--- src/rtl/wr_guard.sv ---
module wr_guard #(
  parameter int         ADDR_W   = 9,
  parameter logic [1:0] BP_INIT  = 2'b00,
  parameter logic [7:0] OP_SETWE = 8'h06,
  parameter logic [7:0] OP_CLRWE = 8'h04
) (
  input  logic              clk,
  input  logic              por_n,
  input  logic              srst_n,
  input  logic              wp_n,
  input  logic              busy,
  input  logic              op_vld,
  input  logic [7:0]        op_code,
  input  logic              more_bit,
  input  logic              frame_end,
  input  logic              wr_commit,
  input  logic [ADDR_W-1:0] wr_addr,
  input  logic              sr_commit,
  input  logic [1:0]        sr_bp_wr,
  output logic [7:0]        status,
  output logic              arr_wr_ok,
  output logic              sr_wr_ok,
  output logic              arr_go,
  output logic              sr_go
);
  localparam int AW1 = ADDR_W + 1;
  localparam logic [AW1-1:0] DEPTH  = AW1'(1) << ADDR_W;
  localparam logic [AW1-1:0] HALF   = DEPTH >> 1;
  localparam logic [AW1-1:0] QUART3 = HALF + (DEPTH >> 2);

  logic       wel, wren_arm, bp_pend, busy_q;
  logic [1:0] bp, bp_next;
  logic [AW1-1:0] lo_bound;
  logic       in_prot, busy_fell;

  always_comb begin
    unique case (bp)
      2'd1:    lo_bound = QUART3;
      2'd2:    lo_bound = HALF;
      default: lo_bound = '0;
    endcase
  end

  assign in_prot   = (bp != 2'd0) && ({1'b0, wr_addr} >= lo_bound);
  assign busy_fell = busy_q & ~busy;
  assign sr_wr_ok  = wp_n & wel & ~busy;
  assign arr_wr_ok = sr_wr_ok & ~in_prot;
  assign arr_go    = wr_commit & arr_wr_ok;
  assign sr_go     = sr_commit & sr_wr_ok;
  assign status    = {4'b0000, bp, wel, busy};

  always_ff @(posedge clk) begin
    if (!por_n) begin
      bp      <= BP_INIT;
      bp_next <= 2'b00;
      bp_pend <= 1'b0;
      busy_q  <= 1'b0;
    end else begin
      busy_q <= busy;
      if (busy_fell && bp_pend) begin
        bp      <= bp_next;
        bp_pend <= 1'b0;
      end
      if (sr_go) begin
        bp_pend <= 1'b1;
        bp_next <= sr_bp_wr;
      end
    end
  end

  always_ff @(posedge clk) begin
    if (!por_n || !srst_n) begin
      wel      <= 1'b0;
      wren_arm <= 1'b0;
    end else begin
      if (frame_end || more_bit) wren_arm <= 1'b0;
      else if (op_vld)           wren_arm <= (op_code == OP_SETWE);

      if (!wp_n)                                wel <= 1'b0;
      else if (arr_go || sr_go)                 wel <= 1'b0;
      else if (op_vld && op_code == OP_CLRWE)   wel <= 1'b0;
      else if (frame_end && wren_arm)           wel <= 1'b1;
    end
  end
endmodule


--- config.mk ---
export PLATFORM = sky130hd
export DESIGN_NAME = wr_guard
export DESIGN_NICKNAME = d
export VERILOG_FILES = /design/src/rtl/wr_guard.sv
export SDC_FILE = /design/constraint.sdc
export NUM_CORES = 1
export LEC_CHECK = 0
export CAP_MARGIN = 30
export CORE_UTILIZATION = 31
export DETAILED_ROUTE_END_ITERATION = 12
export PLACE_DENSITY = 0.76
export SYNTH_ARGS = -nofsm -noshare
export SYNTH_HDL_FRONTEND = slang
export SYNTH_SLANG_ARGS = --single-unit
--- constraint.sdc ---
create_clock -name clk -period 2.2 [get_ports clk]
set_input_delay 0.44 -clock clk [delete_from_list [all_inputs] [get_ports clk]]
set_output_delay 0.44 -clock clk [all_outputs]
set_load 0.02 [all_outputs]
======== Word level (Yosys, flattened, before mapping) ========
Cells that the tools add are included.
W data, S select, Z words.
storage, ports and cells
  bits in latches ......................... 0
  output and inout port bits .............. 12
  bits in registers ....................... 8
  bits in read-only memories .............. 0
  memories kept ........................... 0
  RAM bits ................................ 0
  input bits .............................. 29
  logic and storage cells ................. 36
operators by class
  $mul .................................... 0
  shifts and indexed selects .............. 0
  equal/unequal tests ..................... 4
  mux-type cells .......................... 3
  add/sub/neg operators ................... 0
  reductions and logical operators ........ 13
  bitwise gates (word level) .............. 9
  div/mod/pow operators ................... 0
  $lt $le $gt $ge ......................... 1
operator list
  cell                  count
  $pmux W9 S2           1
  $eq A8 B3 Y1 const B  2
  $ge A9 B10 Y1         1
  $and A1 B1 Y1         6
  $logic_and A1 B1 Y1   4
  $reduce_bool A2 Y1    2
  $reduce_or A4 Y1      1
  $logic_or A1 B1 Y1    3
  $not A1 Y1            3
  $eq A2 B1 Y1 const B  1
  $eq A2 B2 Y1 const B  1
  $logic_not A1 Y1      2
  $mux W1               2
  $reduce_or A2 Y1      1

======== Logic depth before layout (Yosys ltp) ========
  depth after elaboration ................. 9
  mapped depth ............................ 7
  mapped depth without buffers ............ 7

======== Least setup slack after synthesis ========
No wires, ideal clock.
  kind .................................... register -> output
  start ................................... reg bp[0]
  end ..................................... out arr_go
  path buffers ............................ 0
  slack ................................... 0.010 ns
  stages on the path, launching flop included .. 8
  data arrival time ....................... 1.750 ns
  required time ........................... 1.760 ns
  cells stage by stage .................... dfxtp_1 > inv_1 > ha_1 > inv_1 > ha_1 > a21oi_1 > o211a_1 > and2_1
on the way
  cells in the longest elaborated chain, start to end .. 7
  elaborated cells between the ends (all ways) .. 9
  classes of those cells .................. order compare: 1; eq/ne: 2; mux: 1; bitwise: 3; reduce/logical: 2
ends and longest elaborated chain
  item                                                 line  text
  start: declaration                                   32    logic [1:0] bp, bp_next;
  start signal: assignment                             61    bp <= bp_next;
  $eq A2 B2 Y1 / $eq A2 B1 Y1 (equally long branches)  37    unique case (bp)
  $pmux W9 S2                                          37
  $ge A9 B10 Y1                                        44    assign in_prot = (bp != 2'd0) && ({1'b0, wr_addr} >= lo_bound);
  $logic_and A1 B1 Y1 *                                44
  $not A1 Y1 *                                         47    assign arr_wr_ok = sr_wr_ok & ~in_prot;
  $and A1 B1 Y1 *                                      47
  net arr_wr_ok                                        21    output logic arr_wr_ok,
  $and A1 B1 Y1 *                                      48    assign arr_go = wr_commit & arr_wr_ok;
  end: declaration                                     23    output logic arr_go,
Mark *: on every way through the listed nets, which the timed path passes. The rest lies on a longest branch.

======== Worst setup path in the final report ========
  start ................................... reg bp[0]
  end ..................................... out arr_go
on the way
  cells in the longest elaborated chain, start to end .. 7
  elaborated cells between the ends (all ways) .. 9
  classes of those cells .................. order compare: 1; eq/ne: 2; mux: 1; bitwise: 3; reduce/logical: 2
ends and longest elaborated chain
  item                                                 line
  $eq A2 B2 Y1 / $eq A2 B1 Y1 (equally long branches)  37
  $pmux W9 S2                                          37
  $ge A9 B10 Y1                                        44
  $logic_and A1 B1 Y1 *                                44
  $not A1 Y1 *                                         47
  $and A1 B1 Y1 *                                      47
  $and A1 B1 Y1 *                                      48
Mark *: on every way between the ends. The rest lies on a longest branch, timed or not.

==> impl_metrics.yaml <==
timing:
  fin_ws_ns: -0.0489
  hold_viol: 0
  skew_ns: 0.00437
  slew_violations: 0
  finalCritPeriodShare_pct: 102
  rsz0062_at_grt: "true"
  fin_crit_ns: 2.25
  setup_violations: 2
  max_freq_mhz: 445
  tns_ns: -0.0719
cts:
  clock-sinks: 8
  insertion_delay_ns: 0.24
  cts_tree: "done"
  root_buffer: "clkbuf_4"
  htreeDepth: 1
  cts.clk_slew.worst_paths_ns: 0.05
  cts_buffers: 3
  cts_buffer_depth: 2
  ctsHoldBuffers: 0
placed_design:
  hpwl_um: 1030
  port_buffers: 36
  place_ws_ns: -0.655
  gp_congestion: 0.670
synth:
  synth_area_leaders: "dfxtp_1 (31%), ha_1 (9.7%), buf_4 (8.7%)"
  ys.flop_type: "dfxtp_1"
  yosysTopAreaCellShare_pct: 31.1
  ys_seq_elements: 8
  seq_area_frac_synth_pct: 31.1
  ys_top_cells_by_count: "dfxtp_1 (8), inv_1 (8), buf_4 (6), ha_1 (4), nand2_1 (4)"
  synth_top_area_cell: "dfxtp_1"
  synth_edf_count: 0
  ys_warn_count: 0
  syn-instance-count: 60
  synth_area_um2: 515
  ys_async_sr_fraction_pct: 0
  ys_types: 26
  avgSynthCellArea_um2: 8.59
setup_path:
  cp_common_cell: "inv_2"
  cp_max_fo: 4
  crit_path_start_kind: "register"
  path_cells: "inv_2 > ha_1 > inv_2 > ha_4 > a21oi_2 > o211a_1 > and2_4 > buf_6"
  path_class: "reg -> out"
  crit_required_ns: 1.76
  crit_path_end_kind: "output pin"
  slowest_delay_ns: 0.37
  critPathArrivalTime_ns: 1.81
  worst_path_max_delay_cell: "dfxtp_4"
die:
  dieArea_um2: 1830
  num_io_pins: 41
  initial_core_util_pct: 33.8
  row_count: 14
  die_width_um: 42.8
  core_um2: 1520
  die_h_um: 42.8
layout:
  syn2layout_area_growth_pct: 92.7
  nets: 137
  drive_gt1_share_pct: 23.5
  insertedDiodeCount: 0
route:
  routed_wl_um: 1210
  drc_errors: 0
  wl_per_cell_um: 10.3
  drt_pre_antenna_iters: 4
  viasPerCell: 4.73
  antenna_left: 0
  drt-initial-drc-count: 3
  vias: 558
grt:
  antenna_found_initial: 0
  grt_pass1_wl_um: 2010
  grt_pass1_vias: 512
  overflow: 0
  grt_use_total_pct: 14.5
  grt_max_degree: 8
power_and_ir_drop:
  p_leak_nw: 0.415
  ir_drop_mv: 0.264
  powerDensity_nw_per_um2: 331
min_path:
  hold_path_class: "reg -> reg"
outcome:
  violations: "setup timing"
  status: "finished with violations"
run:
  drv_cap: 0
worst max-delay path, delay by kind of cell (launching register included):
kind / cells / cell delay [ns]
flops: 1 / 0.37
simple gates: 1 / 0.15
compound gates: 2 / 0.31
buf+inv: 3 / 0.20
fa+ha+maj: 2 / 0.54
logic make-up (layout without fill, tap and decap cells):
kind of cell	Yosys count	in the layout	share of synthesized area, %
flops	8	8	31.1
mux	2	2	3.88
other cells	1	4	0.727
buf+inv	15	54	15.5
compound gates	10	10	13.3
simple gates	20	20	25.7
fa+ha+maj	4	4	9.71
routing by layer:
metal | share of wire (%) | up-vias | global-route usage [%] | wire (µm)
li1 | - | 283 | - | -
met1 | 42 | 238 | 16.3 | 505
met2 | 50 | 37 | 25.5 | 609
met3 | 7.9 | 0 | 3.83 | 96
met4 | 0 | 0 | 5.63 | 0
met5 | 0 | - | 0 | 0
final timing paths:
kind               from  depth (start not counted)  slack, ns         end
max reg2reg       bp[0]                          8       0.57         wel
min reg2reg  bp_next[0]                          2       0.45  bp_next[0]
max               bp[0]                          8      -0.05      arr_go
min          bp_next[0]                          2       0.45  bp_next[0]
power by group:
| part | switching [mW] | total (mW) | internal [mW] |
|---|---|---|---|
| Clock | 0.0435 | 0.105 | 0.0620 |
| Sequential | 0.000502 | 0.145 | 0.145 |
| Combinational | 0.0243 | 0.0782 | 0.0539 |
| Total | 0.0683 | 0.329 | 0.261 |
sequential cells by signal (all words and copies together), names as in the netlist:
signal and count:
bp_pend 1, busy_q 1, wel 1, bp_next 2
wren_arm 1, bp 2
layout by cell type, fill, tap and decap left out, drive strengths merged, types with 2 or more instances in the layout:
cell type / count
a21boi: 3
a21oi: 3
and2: 2
buf: 9
clkbuf: 3
clkdlybuf4s50: 31
conb: 4
dfxtp: 8
dlygate4sd2: 2
ha: 4
inv: 8
mux2i: 2
nand2: 5
nand3: 2
nor2b: 2
nor4: 3
metrics by stage:
step           instance area (µm²)  hold WS (ns)  power, mW  cells  util (%)
2_1_floorplan                  527         0.434      0.172     63         -
3_5_place_dp                   895         0.447      0.224    113      58.7
6_report                       993         0.451      0.329    118      65.2
4_1_cts                        981         0.454      0.332    117      64.4
5_1_grt                        993         0.484      0.348    118      65.2
3_3_place_gp                   895         0.442      0.223    113      58.7
final cells by class:
cell class	count	area (µm²)
clock buffers	3	22.5
inverters	8	30.0
well taps	16	20.0
repair buffers	43	417
multi-input cells	40	339
flip-flops and latches	8	165
fillers	131	531
what timing repair did:
action	CTS	global route
resized for setup	28	2
pin swaps	5	1
endpoints found under the setup margin	4	3
setup buffers	1	1
Note: power is estimated with default switching activity, not from simulation.
